$ cat src/rtl/tag_pkg.sv
package tag_pkg;
    typedef enum logic [1:0] {
        ST_OK    = 2'b00,
        ST_OPEN  = 2'b01,
        ST_SHORT = 2'b10,
        ST_STEP  = 2'b11
    } gate_status_e;
endpackage

$ cat src/rtl/tag_classify.sv
module tag_classify
    import tag_pkg::*;
#(
    parameter int CODE_W = 16
) (
    input  logic [CODE_W-1:0] code,
    input  logic [CODE_W-1:0] last_good,
    input  logic              seeded,
    input  logic [CODE_W-1:0] open_lim,
    input  logic [CODE_W-1:0] short_lim,
    input  logic [CODE_W-1:0] max_step,
    output gate_status_e      verdict
);
    localparam int DW = CODE_W + 1;

    logic signed [DW-1:0] diff;
    logic        [DW-1:0] mag;

    always_comb begin
        diff = $signed({1'b0, code}) - $signed({1'b0, last_good});
        mag  = diff[DW-1] ? DW'(-diff) : DW'(diff);
        if (code >= open_lim)
            verdict = ST_OPEN;
        else if (code <= short_lim)
            verdict = ST_SHORT;
        else if (seeded && (mag > {1'b0, max_step}))
            verdict = ST_STEP;
        else
            verdict = ST_OK;
    end
endmodule

$ cat src/rtl/tag_iir.sv
module tag_iir #(
    parameter int CODE_W = 16
) (
    input  logic [CODE_W-1:0] y_now,
    input  logic [CODE_W-1:0] x_in,
    input  logic [2:0]        shift,
    output logic [CODE_W-1:0] y_next
);
    localparam int DW = CODE_W + 1;

    logic signed [DW-1:0] delta;
    logic signed [DW-1:0] scaled;
    logic signed [DW-1:0] total;

    always_comb begin
        delta  = $signed({1'b0, x_in}) - $signed({1'b0, y_now});
        scaled = delta >>> shift;
        total  = $signed({1'b0, y_now}) + scaled;
        y_next = total[CODE_W-1:0];
    end
endmodule

$ cat src/rtl/temp_artifact_gate.sv
module temp_artifact_gate
    import tag_pkg::*;
#(
    parameter int CODE_W = 16,
    parameter int CNT_W  = 8
) (
    input  logic              clk,
    input  logic              rst_n,
    input  logic              in_valid,
    input  logic [CODE_W-1:0] in_code,
    input  logic [CODE_W-1:0] cfg_open_lim,
    input  logic [CODE_W-1:0] cfg_short_lim,
    input  logic [CODE_W-1:0] cfg_max_step,
    input  logic [CNT_W-1:0]  cfg_recover_n,
    input  logic [2:0]        cfg_shift,
    output logic              out_valid,
    output logic [CODE_W-1:0] out_value,
    output logic [1:0]        out_status,
    output logic              out_degraded
);
    localparam int CW = CNT_W + 1;

    typedef struct packed {
        logic              seeded;
        logic              degraded;
        gate_status_e      status;
        logic [CNT_W-1:0]  run;
        logic [CODE_W-1:0] last_good;
        logic [CODE_W-1:0] filt;
        logic              ovalid;
    } gate_state_t;

    gate_state_t  st_q, st_d;
    gate_status_e verdict;
    logic [CODE_W-1:0] filt_step;
    logic [CW-1:0]     run_inc;
    logic [CW-1:0]     run_goal;

    tag_classify #(.CODE_W(CODE_W)) u_cls (
        .code      (in_code),
        .last_good (st_q.last_good),
        .seeded    (st_q.seeded),
        .open_lim  (cfg_open_lim),
        .short_lim (cfg_short_lim),
        .max_step  (cfg_max_step),
        .verdict   (verdict)
    );

    tag_iir #(.CODE_W(CODE_W)) u_iir (
        .y_now  (st_q.filt),
        .x_in   (in_code),
        .shift  (cfg_shift),
        .y_next (filt_step)
    );

    always_comb begin
        st_d        = st_q;
        st_d.ovalid = in_valid;
        run_inc     = {1'b0, st_q.run} + CW'(1);
        run_goal    = (cfg_recover_n == '0) ? CW'(1) : {1'b0, cfg_recover_n};
        if (in_valid) begin
            if (verdict != ST_OK) begin
                st_d.degraded = 1'b1;
                st_d.status   = verdict;
                st_d.run      = '0;
            end else if (st_q.degraded && (run_inc < run_goal)) begin
                st_d.run = run_inc[CNT_W-1:0];
            end else begin
                st_d.degraded  = 1'b0;
                st_d.status    = ST_OK;
                st_d.run       = '0;
                st_d.seeded    = 1'b1;
                st_d.last_good = in_code;
                st_d.filt      = st_q.seeded ? filt_step : in_code;
            end
        end
    end

    always_ff @(posedge clk) begin
        if (!rst_n) begin
            st_q <= '{seeded: 1'b0, degraded: 1'b0, status: ST_OK, run: '0,
                      last_good: '0, filt: '0, ovalid: 1'b0};
        end else begin
            st_q <= st_d;
        end
    end

    assign out_valid    = st_q.ovalid;
    assign out_value    = st_q.filt;
    assign out_status   = st_q.status;
    assign out_degraded = st_q.degraded;

    p_strobe_follows_r1: assert property (@(posedge clk) disable iff (!rst_n)
        in_valid |=> out_valid);
    p_quiet_no_strobe_r1: assert property (@(posedge clk) disable iff (!rst_n)
        !in_valid |=> (!out_valid && $stable(out_value) && $stable(out_status)));
    p_hold_degraded_r6: assert property (@(posedge clk) disable iff (!rst_n)
        out_degraded |-> $stable(out_value));
    p_flag_status_r6: assert property (@(posedge clk) disable iff (!rst_n)
        out_degraded |-> (out_status != 2'b00));
    p_enter_on_sample_r8: assert property (@(posedge clk) disable iff (!rst_n)
        $rose(out_degraded) |-> $past(in_valid));
    p_leave_on_sample_r7: assert property (@(posedge clk) disable iff (!rst_n)
        $fell(out_degraded) |-> ($past(in_valid) && out_status == 2'b00));
endmodule

$ cat config.mk
export PLATFORM = sky130hd
export DESIGN_NAME = temp_artifact_gate
export DESIGN_NICKNAME = d
export VERILOG_FILES = /design/src/rtl/tag_pkg.sv /design/src/rtl/tag_classify.sv /design/src/rtl/tag_iir.sv /design/src/rtl/temp_artifact_gate.sv
export SDC_FILE = /design/constraint.sdc
export NUM_CORES = 1
export LEC_CHECK = 0
export BUFFER_PORTS_ARGS = -buffer_cell sky130_fd_sc_hd__buf_2
export CORE_UTILIZATION = 57
export DETAILED_ROUTE_END_ITERATION = 8
export PLACE_DENSITY_LB_ADDON = 0.25
export SYNTH_ARGS = -nofsm -noshare
export SYNTH_HDL_FRONTEND = slang
export SYNTH_SLANG_ARGS = --single-unit
$ cat constraint.sdc
create_clock -name clk -period 5.6 [get_ports clk]
set_clock_uncertainty 0.05 [all_clocks]
set_input_delay 0 -clock clk [delete_from_list [all_inputs] [get_ports clk]]
set_output_delay 0 -clock clk [all_outputs]
set_load 0.005 [all_outputs]
==> Yosys cells after proc, flatten, opt, wreduce, memory -nomap -nowiden <==
Cells that the tools add are included.
{ "word_totals": {"regBits": 45, "input_bits": 78} }
{ "op_classes": {"n_addsub": 5, "order_cmp": 4, "n_eq_ne": 1, "n_shift": 1, "muxes": 9, "n_bitwise": 2, "reduce_logical": 6} }
{ "ops": {"columns": ["operator", "n"], "rows": [
  ["16-bit by 16-bit subtractor with 17-bit output", 2],
  ["17-bit by 16-bit > comparator with 1-bit output", 1],
  ["17-bit 2-to-1 mux", 1],
  ["17-bit negator", 1],
  ["17-bit by 3-bit >>> shifter with 16-bit output", 1],
  ["16-bit adder", 1],
  ["16-bit >= comparator", 1],
  ["16-bit less-or-equal comparator", 1],
  ["16-bit 2-to-1 mux", 1],
  ["8-bit 2-to-1 mux", 2],
  ["11-bit 2-to-1 mux", 1],
  ["8-bit by 1-bit adder with 9-bit output, second input constant", 1],
  ["9-bit by 8-bit < comparator with 1-bit output", 1],
  ["8-bit logical NOT", 1],
  ["2-bit 2-to-1 mux", 3],
  ["3-bit 2-to-1 mux", 1],
  ["3-bit AND reduction", 1],
  ["1-bit logical AND", 2],
  ["2-bit inequality test, second input constant", 1],
  ["1-bit NOT", 2],
  ["2-bit AND reduction", 1],
  ["2-bit nonzero test", 1]
]} }

==> Depth between registers and ports, before layout <==
Gate-level depths: netlist of the first run.
{ "logic_depth": {"word_depth": 11, "depth_mapped": 25, "mapped_depth_nobuf": 25} }

==> Cells and area by module <==
Synthesis of the first run repeated with hierarchy kept, for this count alone.
{ "hier_totals": {"hier_cells": 938, "area_unflattened_um2": 7205.7} }
{ "modules_own_cells": {"columns": ["module", "n_inst", "cells_per_inst", "area_each_um2", "seq_area_each_um2"], "rows": [
  ["tag_classify", 1, 366, 2605.0, 0.0],
  ["temp_artifact_gate", 1, 263, 2396.0, 900.9],
  ["tag_iir", 1, 309, 2204.6, 0.0]
]} }

==> Least setup slack after synthesis of the first run <==
OpenSTA, ideal clock, no wires.
{ "synth_timing": {"kind": "register -> register", "start": "reg st_q, in the netlist out_value[5]", "end": "reg st_q, in the netlist out_value[15]", "setup_ps": 126, "arrival_ps": 4887, "slack_ps": 536, "stages_incl_launch_ff": 24, "n_path_buf": 0, "synth_period_minus_slack_ps": 5064, "cell_sequence": "dfxtp_1 inv_1 ha_1 nor3_1 or4b_2 o21bai_1 nand3_1 a21oi_1 xnor2_1 mux2_2 or2_2 o211ai_1 o21ai_0 ha_1 o21a_1 o21a_1 and4_1 or3_1 o31ai_1 nor2_1 a211oi_1 o21ai_0 xnor2_1 o221ai_2"} }
{ "synth_between": {"elab_chain_len": 4} }
{ "synth_lines": {"columns": ["element", "line_no", "rtl"], "rows": [
  ["start: declaration", "temp_artifact_gate.sv:33", "gate_state_t st_q, st_d;"],
  ["start signal: assignment", "temp_artifact_gate.sv:81", "st_q <= '{seeded: 1'b0, degraded: 1'b0, status: ST_OK, run: '0,"],
  ["start signal: assignment", "temp_artifact_gate.sv:84", "st_q <= st_d;"],
  ["16-bit by 16-bit subtractor with 17-bit output", "tag_iir.sv:16", "delta = $signed({1'b0, x_in}) - $signed({1'b0, y_now});"],
  ["17-bit by 3-bit >>> shifter with 16-bit output", "tag_iir.sv:17", "scaled = delta >>> shift;"],
  ["16-bit adder *", "tag_iir.sv:18", "total = $signed({1'b0, y_now}) + scaled;"],
  ["16-bit 2-to-1 mux *", "temp_artifact_gate.sv:74", "st_d.filt = st_q.seeded ? filt_step : in_code;"]
]} }
Every way passes the cells marked *; elsewhere a longest branch is shown, timed or not.
A chain may end at the register's enable or synchronous reset.

==> Worst setup path after layout of the first run <==
{ "layout_timing": {"start": "in in_code[5]", "end": "reg st_q, in the netlist out_value[14]"} }
{ "layout_between": {"elab_chain_len": 11} }
{ "layout_lines": {"columns": ["element", "line_no", "rtl"], "rows": [
  ["start: declaration", "temp_artifact_gate.sv:10", "input logic [CODE_W-1:0] in_code,"],
  ["16-bit by 16-bit subtractor with 17-bit output", "tag_classify.sv:20", "diff = $signed({1'b0, code}) - $signed({1'b0, last_good});"],
  ["17-bit negator", "tag_classify.sv:21", "mag = diff[DW-1] ? DW'(-diff) : DW'(diff);"],
  ["17-bit 2-to-1 mux", "tag_classify.sv:21", null],
  ["17-bit by 16-bit > comparator with 1-bit output", "tag_classify.sv:26", "else if (seeded && (mag > {1'b0, max_step}))"],
  ["1-bit logical AND", "tag_classify.sv:26", null],
  ["2-bit 2-to-1 mux", "tag_classify.sv:26", null],
  ["2-bit 2-to-1 mux", "tag_classify.sv:24", "else if (code <= short_lim)"],
  ["2-bit 2-to-1 mux", "tag_classify.sv:22", "if (code >= open_lim)"],
  ["2-bit nonzero test", "temp_artifact_gate.sv:62", "if (verdict != ST_OK) begin"],
  ["1-bit NOT (no source line)", null, null],
  ["3-bit AND reduction (no source line)", null, null]
]} }
Parallel ways exist; a longest one is shown, timed or not.

==> results of run 1 <==
## layout make-up
class                   count  area share
multi-input cells         694       0.698
inverters                 103      0.0502
clock inverters             2     0.00227
flip-flops and latches     45       0.118
well taps                 143      0.0232
repair buffers            119      0.0901
clock buffers               6      0.0180
## where the power goes
group          switching, uW  total, uW  internal (uW)
clock network            146        327            181
registers               11.8        346            334
logic                    452        805            353
total                    610       1480            868
## cells in the mapped netlist (8+ instances only)
cell type                  number  area [um2]
sky130_fd_sc_hd__a211oi_1      15         113
sky130_fd_sc_hd__a211oi_2       8         100
sky130_fd_sc_hd__a21o_1        25         188
sky130_fd_sc_hd__a21oi_1       80         400
sky130_fd_sc_hd__a21oi_2       10        87.6
sky130_fd_sc_hd__buf_4         20         150
sky130_fd_sc_hd__clkbuf_1      16        60.1
sky130_fd_sc_hd__dfxtp_1       45         901
sky130_fd_sc_hd__ha_1         104        1300
sky130_fd_sc_hd__inv_1        101         379
sky130_fd_sc_hd__mux2_2        10         113
sky130_fd_sc_hd__mux2i_1       29         290
sky130_fd_sc_hd__nand2_1       52         195
sky130_fd_sc_hd__nand2b_1      10        62.6
sky130_fd_sc_hd__nand3_1       35         175
sky130_fd_sc_hd__nor2_1        47         176
sky130_fd_sc_hd__nor3_1        11        55.1
sky130_fd_sc_hd__o21a_1        13        97.6
sky130_fd_sc_hd__o21ai_0       53         265
sky130_fd_sc_hd__o21ai_2       10        87.6
sky130_fd_sc_hd__xnor2_1       37         324
sky130_fd_sc_hd__xor2_1        17         149
## stage by stage
stage	power, uW	setup TNS [ns]	instances	hold slack (ns)	setup WS (ns)
2_1_floorplan	946	0	890	0.0675	0.536
5_1_grt	1580	-0.0922	1112	0.00407	-0.0435
4_1_cts	1450	0	1111	0.000122	0.100
3_3_place_gp	1110	0	1096	0.256	0.186
6_report	1480	0	1112	-0.0000736	0.216
3_5_place_dp	1120	0	1096	0.259	0.113
## worst paths after layout
check             endpoint  slack (ns)
min reg2reg       st_q[25]        0.42
min               st_q[20]    -0.00007
max reg2reg  out_value[14]        0.22
max          out_value[14]        0.22
## routing by layer
layer,wire length [um],share of wire,track usage
met1,8420,0.47,0.374
met2,7960,0.45,0.471
met3,1040,0.059,0.0321
met4,363,0.020,0.0739
met5,0,0,0
## critical path: cells and delay by family
family | cells | cell delay, ns
simple gates | 7 | 1.80
compound gates | 8 | 1.49
mux | 2 | 0.39
buf+inv | 3 | 0.91
xor+xnor | 2 | 0.29
fa+ha+maj | 2 | 0.67
## kinds of logic after synthesis
| kind of cell | count (synthesis) | synth area share |
|---|---|---|
| AO/OA/AOI/OAI | 280 | 0.278 |
| adder cells (fa/ha/maj) | 107 | 0.198 |
| AND/OR/NAND/NOR | 213 | 0.158 |
| multiplexers | 40 | 0.0618 |
| flip-flops | 45 | 0.131 |
| buffers and inverters | 151 | 0.105 |
| XOR/XNOR | 54 | 0.0687 |
## registers in the layout, indices dropped and copies added (netlist names)
name,flops
out_degraded,1
out_status,2
out_value,16
st_q,25
out_valid,1
## repair_timing
action | 4_1_cts | 5_1_grt
hold buffers | 7 | 0
endpoints found under the hold margin | 9 | 0
resized for setup | 0 | 32
setup buffers | 0 | 1
setup endpoints to repair | 0 | 41
==> results.txt, run 1 <==
* Status: complete, but fails checks
* Failing checks: design-rule violations, negative hold slack
* Initial antenna violation count: 0
- 0 antenna diodes ended up in the layout.
- For this run, the register share of the synthesized area comes to 0.131.
* PwrDens: 192 nW/um2
- Peak clock frequency supported by timing: 186 MHz
* Violation count after the first detailed-route iteration: 446
* Pin count of the biggest net entering global routing: 34
- The worst hold path was traced through 3 stages.
- The number of nets handed over by synthesis was 1075.
* Clock tree from TritonCTS: built
- Die W: 112 um
- Final worst path period need: 5.38 ns
- Static Leakage: 0.00348 uW
- In this run the worst path has a maximum fanout of 6.
- The via count of the first global-routing pass came to 6133.
* Core region area: 11600 um2
- For this run, the number of Yosys warnings is 0.
- Critical Path Source Type: input port
- In this run the tightest slew margin relative to its limit is 0.443.
- The layout has 1057 filler cells.
- Via total after detailed routing: 6622
* Beginning of the worst hold path: in_code[3]
* Number of buffer cells added on primary ports: 97
* Effective utilization at floorplan: 0.593
- Once detail routing completed, the nets flagged for antenna violations numbered 0.
* Die height: 112 um
- Dividing the final minimum period by the clock period gives 0.962.
- The cell sitting at the root of the clock tree is a sky130_fd_sc_hd__clkbuf_16.
- STA puts the critical path data required time at 5.78 ns.
* Gate count of the mapped netlist: 890
* Number of max-capacitance violations reported: 0
- Peak supply drop: 0.000107 V
- Synth Area per Inst: 7.74 um2
- Instance area after placement: 7340 um2
- For this run, the leading register cell type out of synthesis is sky130_fd_sc_hd__dfxtp_1.
- Number of flip-flops and latches in the synthesized netlist: 45
- TritonCTS Buffers: 5
- Row generation in the floorplan step produced 39 rows.
- Final core utilization: 0.664
- Fraction of layout instances using a drive strength above 1: 0.209
- Number of hold violations in the final report: 1
- The startpoint identified for the worst register-to-register timing path is out_value[5].
- All-Layer GR Usage: 0.278
- The most numerous cell type found on the critical path is sky130_fd_sc_hd__xnor2_1.
- Longest individual stage delay on the worst path: 0.68 ns
- Top-Level Pins: 98
- Crit end category: flip-flop
- First-pass GRT wire length: 28800 um
- FF-to-FF path depth: 23
- Async set-or-reset flop fraction in the synthesized netlist: 0
* DRC violations left: 7
- Final Hold Slack: -0.0000736 ns
- Average wire per standard cell: 16.0 um
* Clock latency on the worst-skew pair: 0.30 ns
- Using the TritonRoute via totals, the vias-per-cell ratio works out to 5.96.
- Compared with the post-synthesis result, the final layout area differs by 11.9%.
- Overall die area: 12500 um2
- No sink is reached through more buffers than the 2 on the longest clock path.
- The H-tree was split into 2 levels.
- At the end of the flow, the number of nets in the layout was 1153.
- Number of library cell types mapped by synthesis: 82
- Number of clock sinks: 45
- Start-to-end type of the worst setup path: input port to flip-flop
- Pre-antenna DRT Iters: 7
* Summed instance area of the synthesized netlist: 6890 um2
- For this design, the slowest cell found on the critical path is sky130_fd_sc_hd__or4b_2.
- Transition time at the pin with the least slew margin: 0.836 ns
- Sequential cell area: 907 um2
- The path class of the tightest hold or removal check is input port to flip-flop.
- RD Place Congestion: 0.939
- The total overflow left after global routing is 0.
- Detailed placement ended at an HPWL of 13600 um.
- Critical path, cell by cell: dlygate4sd3_1, clkbuf_4, ha_4, nor3_1, or4b_2, o21bai_2, nand3_1, a21oi_1, xnor2_1, mux2_2, or2_2, o211ai_1, o21ai_1, ha_1, nand2_1, o21ai_0, o41ai_1, buf_4, nor2_1, or4_1, a31oi_1, xnor2_1, mux2i_1, a211oi_2
* Clock transition at path regs: 0.07 ns
- Total area of multi-input combinational cells: 5380 um2
* Total Wirelength: 17800 um
- Number of enable-type register cells in the synthesized netlist: 0
- The total count of max-transition violations in the final report came to 0.
- Tracing the worst setup path back leads to its startpoint at in_code[5].
- Final setup viols: 0
- STA puts the critical path data arrival time at 5.56 ns.
* Commonest non-fill, non-tap cells in the layout: 101 x sky130_fd_sc_hd__inv_1, 101 x sky130_fd_sc_hd__ha_1, 96 x sky130_fd_sc_hd__buf_2
- With fillers left out, the area of the finished cells amounts to 7710 um2.
Note: power is estimated with default switching activity, not from simulation.
==> inputs of run 2 (changes only) <==
BUFFER_PORTS_ARGS = default   (was -buffer_cell sky130_fd_sc_hd__buf_2)
CELL_PAD_IN_SITES_DETAIL_PLACEMENT = 1   (was default)
CELL_PAD_IN_SITES_GLOBAL_PLACEMENT = 1   (was default)
CORE_UTILIZATION = 49   (was 57)
DONT_BUFFER_PORTS = 1   (was default)
==> results.txt, run 2 (synthesis results as in run 1) <==
- The count of unresolved DRC violations after routing came to 0 (was 7).
- Buffer depth of the longest clock path: 2 (unchanged)
- Fillcell total: 1675 (was 1057)
- The largest delay contributor family on the critical path is simple AND/OR/NAND/NOR gates (unchanged).
- Commonest non-fill, non-tap cells in the layout: 103 x sky130_fd_sc_hd__ha_1, 101 x sky130_fd_sc_hd__inv_1, 77 x sky130_fd_sc_hd__a21oi_1 (was 101 x sky130_fd_sc_hd__inv_1, 101 x sky130_fd_sc_hd__ha_1, 96 x sky130_fd_sc_hd__buf_2).
- The number of CTS-inserted buffers was 5 (unchanged).
- Vias per inst: 6.36 (was 5.96)
- The cell at the slowest stage of the critical path was sky130_fd_sc_hd__or4b_2 (unchanged).
- Depth of the CTS H-tree: 2 (unchanged)
* Ant diodes: 0 (unchanged)
* Total Wirelength: 23000 um (was 17800 um)
- Detailed placement HPWL: 16700 um (was 13600 um)
- The number of failing hold endpoints at the final stage is 0 (was 1).
* Overall die area: 14500 um2 (was 12500 um2)
* Average wire per standard cell: 21.5 um (was 16.0 um)
- RD Place Congestion: 0.910 (was 0.939)
- Transition time at the pin with the least slew margin: 1.45 ns (was 0.836 ns)
- Share of total power in combinational logic: 0.533 (was 0.545)
* Crit end category: flip-flop (unchanged)
- Die W: 121 um (was 112 um)
- Clock tree from TritonCTS: built (unchanged)
- The number of core rows came to 42 (was 39).
- Internal reg-to-reg setup slack: 0.15 ns (was 0.22 ns)
* Critical Path Source Type: flip-flop (was input port)
- Final layout net count: 1077 (was 1153)
- The register ranked first by flip-flop count is st_q (unchanged).
* Net switching power: 627 uW (was 610 uW)
- The time the final worst path needs with I/O delays and setup came to 5.45 ns (was 5.38 ns).
- Final core utilization: 0.552 (was 0.664)
- All-Layer GR Usage: 0.306 (was 0.278)
- The delay contributed by the slowest stage of the critical path is 0.68 ns (about the same).
- The fraction of final layout cells sized beyond drive strength 1 came to 0.120 (was 0.209).
- The maximum fanout count along the critical path is 4 (was 6).
* Final worst path period share: 0.973 (was 0.962)
- Pre-antenna DRT Iters: 4 (was 7)
- The standard cell area after detailed placement came to 6920 um2 (was 7340 um2).
- The total count of max-transition violations in the final report came to 0 (unchanged).
- Worst Path Required: 5.77 ns (was 5.78 ns)
* Number of max-capacitance violations reported: 0 (unchanged)
* Static Leakage: 0.00316 uW (was 0.00348 uW)
- Core region area: 13500 um2 (was 11600 um2)
* PwrDens: 205 nW/um2 (was 192 nW/um2)
- The power share of the clock group is 0.241 (was 0.221).
- Start-to-end type of the worst setup path: flip-flop to flip-flop (was input port to flip-flop)
* Sw frac: 0.411 (was 0.413)
- Number of clock sinks: 45 (unchanged)
- Most common library cell in the layout ignoring fill and taps: sky130_fd_sc_hd__ha_1
- The final worst setup slack was 0.153 ns (was 0.216 ns).
- The number of buffer and inverter stages on the critical path was 2 (was 3).
* Total area of multi-input combinational cells: 5390 um2 (was 5380 um2)
* Critical path, cell by cell: inv_1, ha_4, nor3_1, or4b_2, o21bai_2, nand3_1, a21oi_1, xnor2_1, mux2_2, or2_2, o211ai_1, o21ai_0, ha_1, nand2_1, o21ai_0, o41ai_1, buf_4, nor2_1, or4_1, a31oi_1, xnor2_1, mux2i_1, a211oi_2 (was dlygate4sd3_1, clkbuf_4, ha_4, nor3_1, or4b_2, o21bai_2, nand3_1, a21oi_1, xnor2_1, mux2_2, or2_2, o211ai_1, o21ai_1, ha_1, nand2_1, o21ai_0, o41ai_1, buf_4, nor2_1, or4_1, a31oi_1, xnor2_1, mux2i_1, a211oi_2)
- The clock slew seen by the registers of the worst setup and hold paths came to 0.07 ns (about the same).
- The clock root buffer is sky130_fd_sc_hd__clkbuf_16 (unchanged).
- The total number of vias was 6797 (was 6622).
- Number of global-route vias before repair: 7108 (was 6133)
* Setup TNS after final layout: 0 ns (unchanged)
- Status: finished, final reports clean (was complete, but fails checks).
* Area growth, synth to finish: 7.87% (was 11.9%)
- Area of all placed cells without fillers: 7430 um2 (was 7710 um2)
- Startpoint of the worst-slack reg-to-reg timing path: out_value[5] (unchanged)
- Clock latency on the worst-skew pair: 0.30 ns (about the same)
- Worst hold-check path type: input port to flip-flop (unchanged)
* Peak supply drop: 0.000116 V (was 0.000107 V)
- Peak clock frequency supported by timing: 184 MHz (was 186 MHz)
- The number of violations reported at the end of detailed-routing iteration 0 is 439 (was 446).
- The number of buffers inserted by port buffering came to 0 (was 97).
* Register share of total power: 0.226 (was 0.234)
- Initial antenna violation count: 0 (unchanged)
* Worst slew slack as a fraction of its limit: 0.0261 (was 0.443)
- Number of nets with antenna violations after routing: 0 (unchanged)
- The wire length of the first global-routing pass came to 35400 um (was 28800 um).
* GRT overflow: 0 (unchanged)
- Top-Level Pins: 98 (unchanged)
- Sequential cell area: 901 um2 (was 907 um2)
- Internal power summed over all cells: 898 uW (was 868 uW)
- Pin count of the biggest net entering global routing: 43 (was 34)
- The vertical extent of the die is 121 um (was 112 um).
* Number of flip-flops under the largest register name: 25 (unchanged)
- The worst min-delay path startpoint was in_code[14] (was in_code[3]).
* Placement-stage worst setup slack: -0.0898 ns (was 0.113 ns)
* Final setup viols: 0 (unchanged)
- Effective utilization at floorplan: 0.512 (was 0.593)
* Data arrival time of the critical path: 5.62 ns (was 5.56 ns)
- The worst setup path startpoint was out_value[5] (was in_code[5]).
-- run 2: power by group through the flow --
stage               logic [uW]  clock network [uW]  registers [uW]
floorplan                  595                   0             351
global placement           697                   0             351
detailed placement         742                   0             352
CTS                        773                 363             345
global route               888                 378             347
finish                     812                 367             345
-- run 2: per-stage QoR --
step	power [uW]	hold slack, ns	instances
after floorplan	946	0.0675	890
after global placement	1050	0.0812	1037
after detailed placement	1090	0.0749	1037
after CTS	1480	0.104	1064
after global routing	1610	0.141	1069
final	1520	0.105	1069
-- run 2: final timing paths --
| path | endpoint | depth (start not counted) |
|---|---|---|
| max | out_value[14] | 23 |
| min | out_status[1] | 3 |
| max reg2reg | out_value[14] | 23 |
| min reg2reg | st_q[24] | 2 |
-- run 2: worst min-delay path: cells and delay by family --
family,cells,cell delay [ns]
compound gates,2,0.28
fa+ha+maj,1,0.13
-- run 2: final cells by class --
type                    count  area share
multi-input cells         696       0.726
flip-flops and latches     45       0.121
inverters                 103      0.0521
clock buffers               7      0.0192
repair buffers             41      0.0482
well taps                 176      0.0296
clock inverters             1     0.00404
-- run 2: repair_timing --
| action | 4_1_cts | 5_1_grt |
|---|---|---|
| endpoints found under the setup margin | 19 | 41 |
| cloned | 1 | 2 |
| pin swaps | 0 | 6 |
| setup buffers | 0 | 3 |
| hold buffers | 18 | 0 |
| gates resized for setup | 4 | 17 |
| hold endpoints to repair | 37 | 0 |
-- run 2: routing by layer --
layer,global-route usage,up-vias,share of wire
li1,-,3205,-
met3,0.0646,66,0.051
met5,0,-,0
met1,0.358,3294,0.43
met4,0.122,0,0.034
met2,0.541,232,0.49
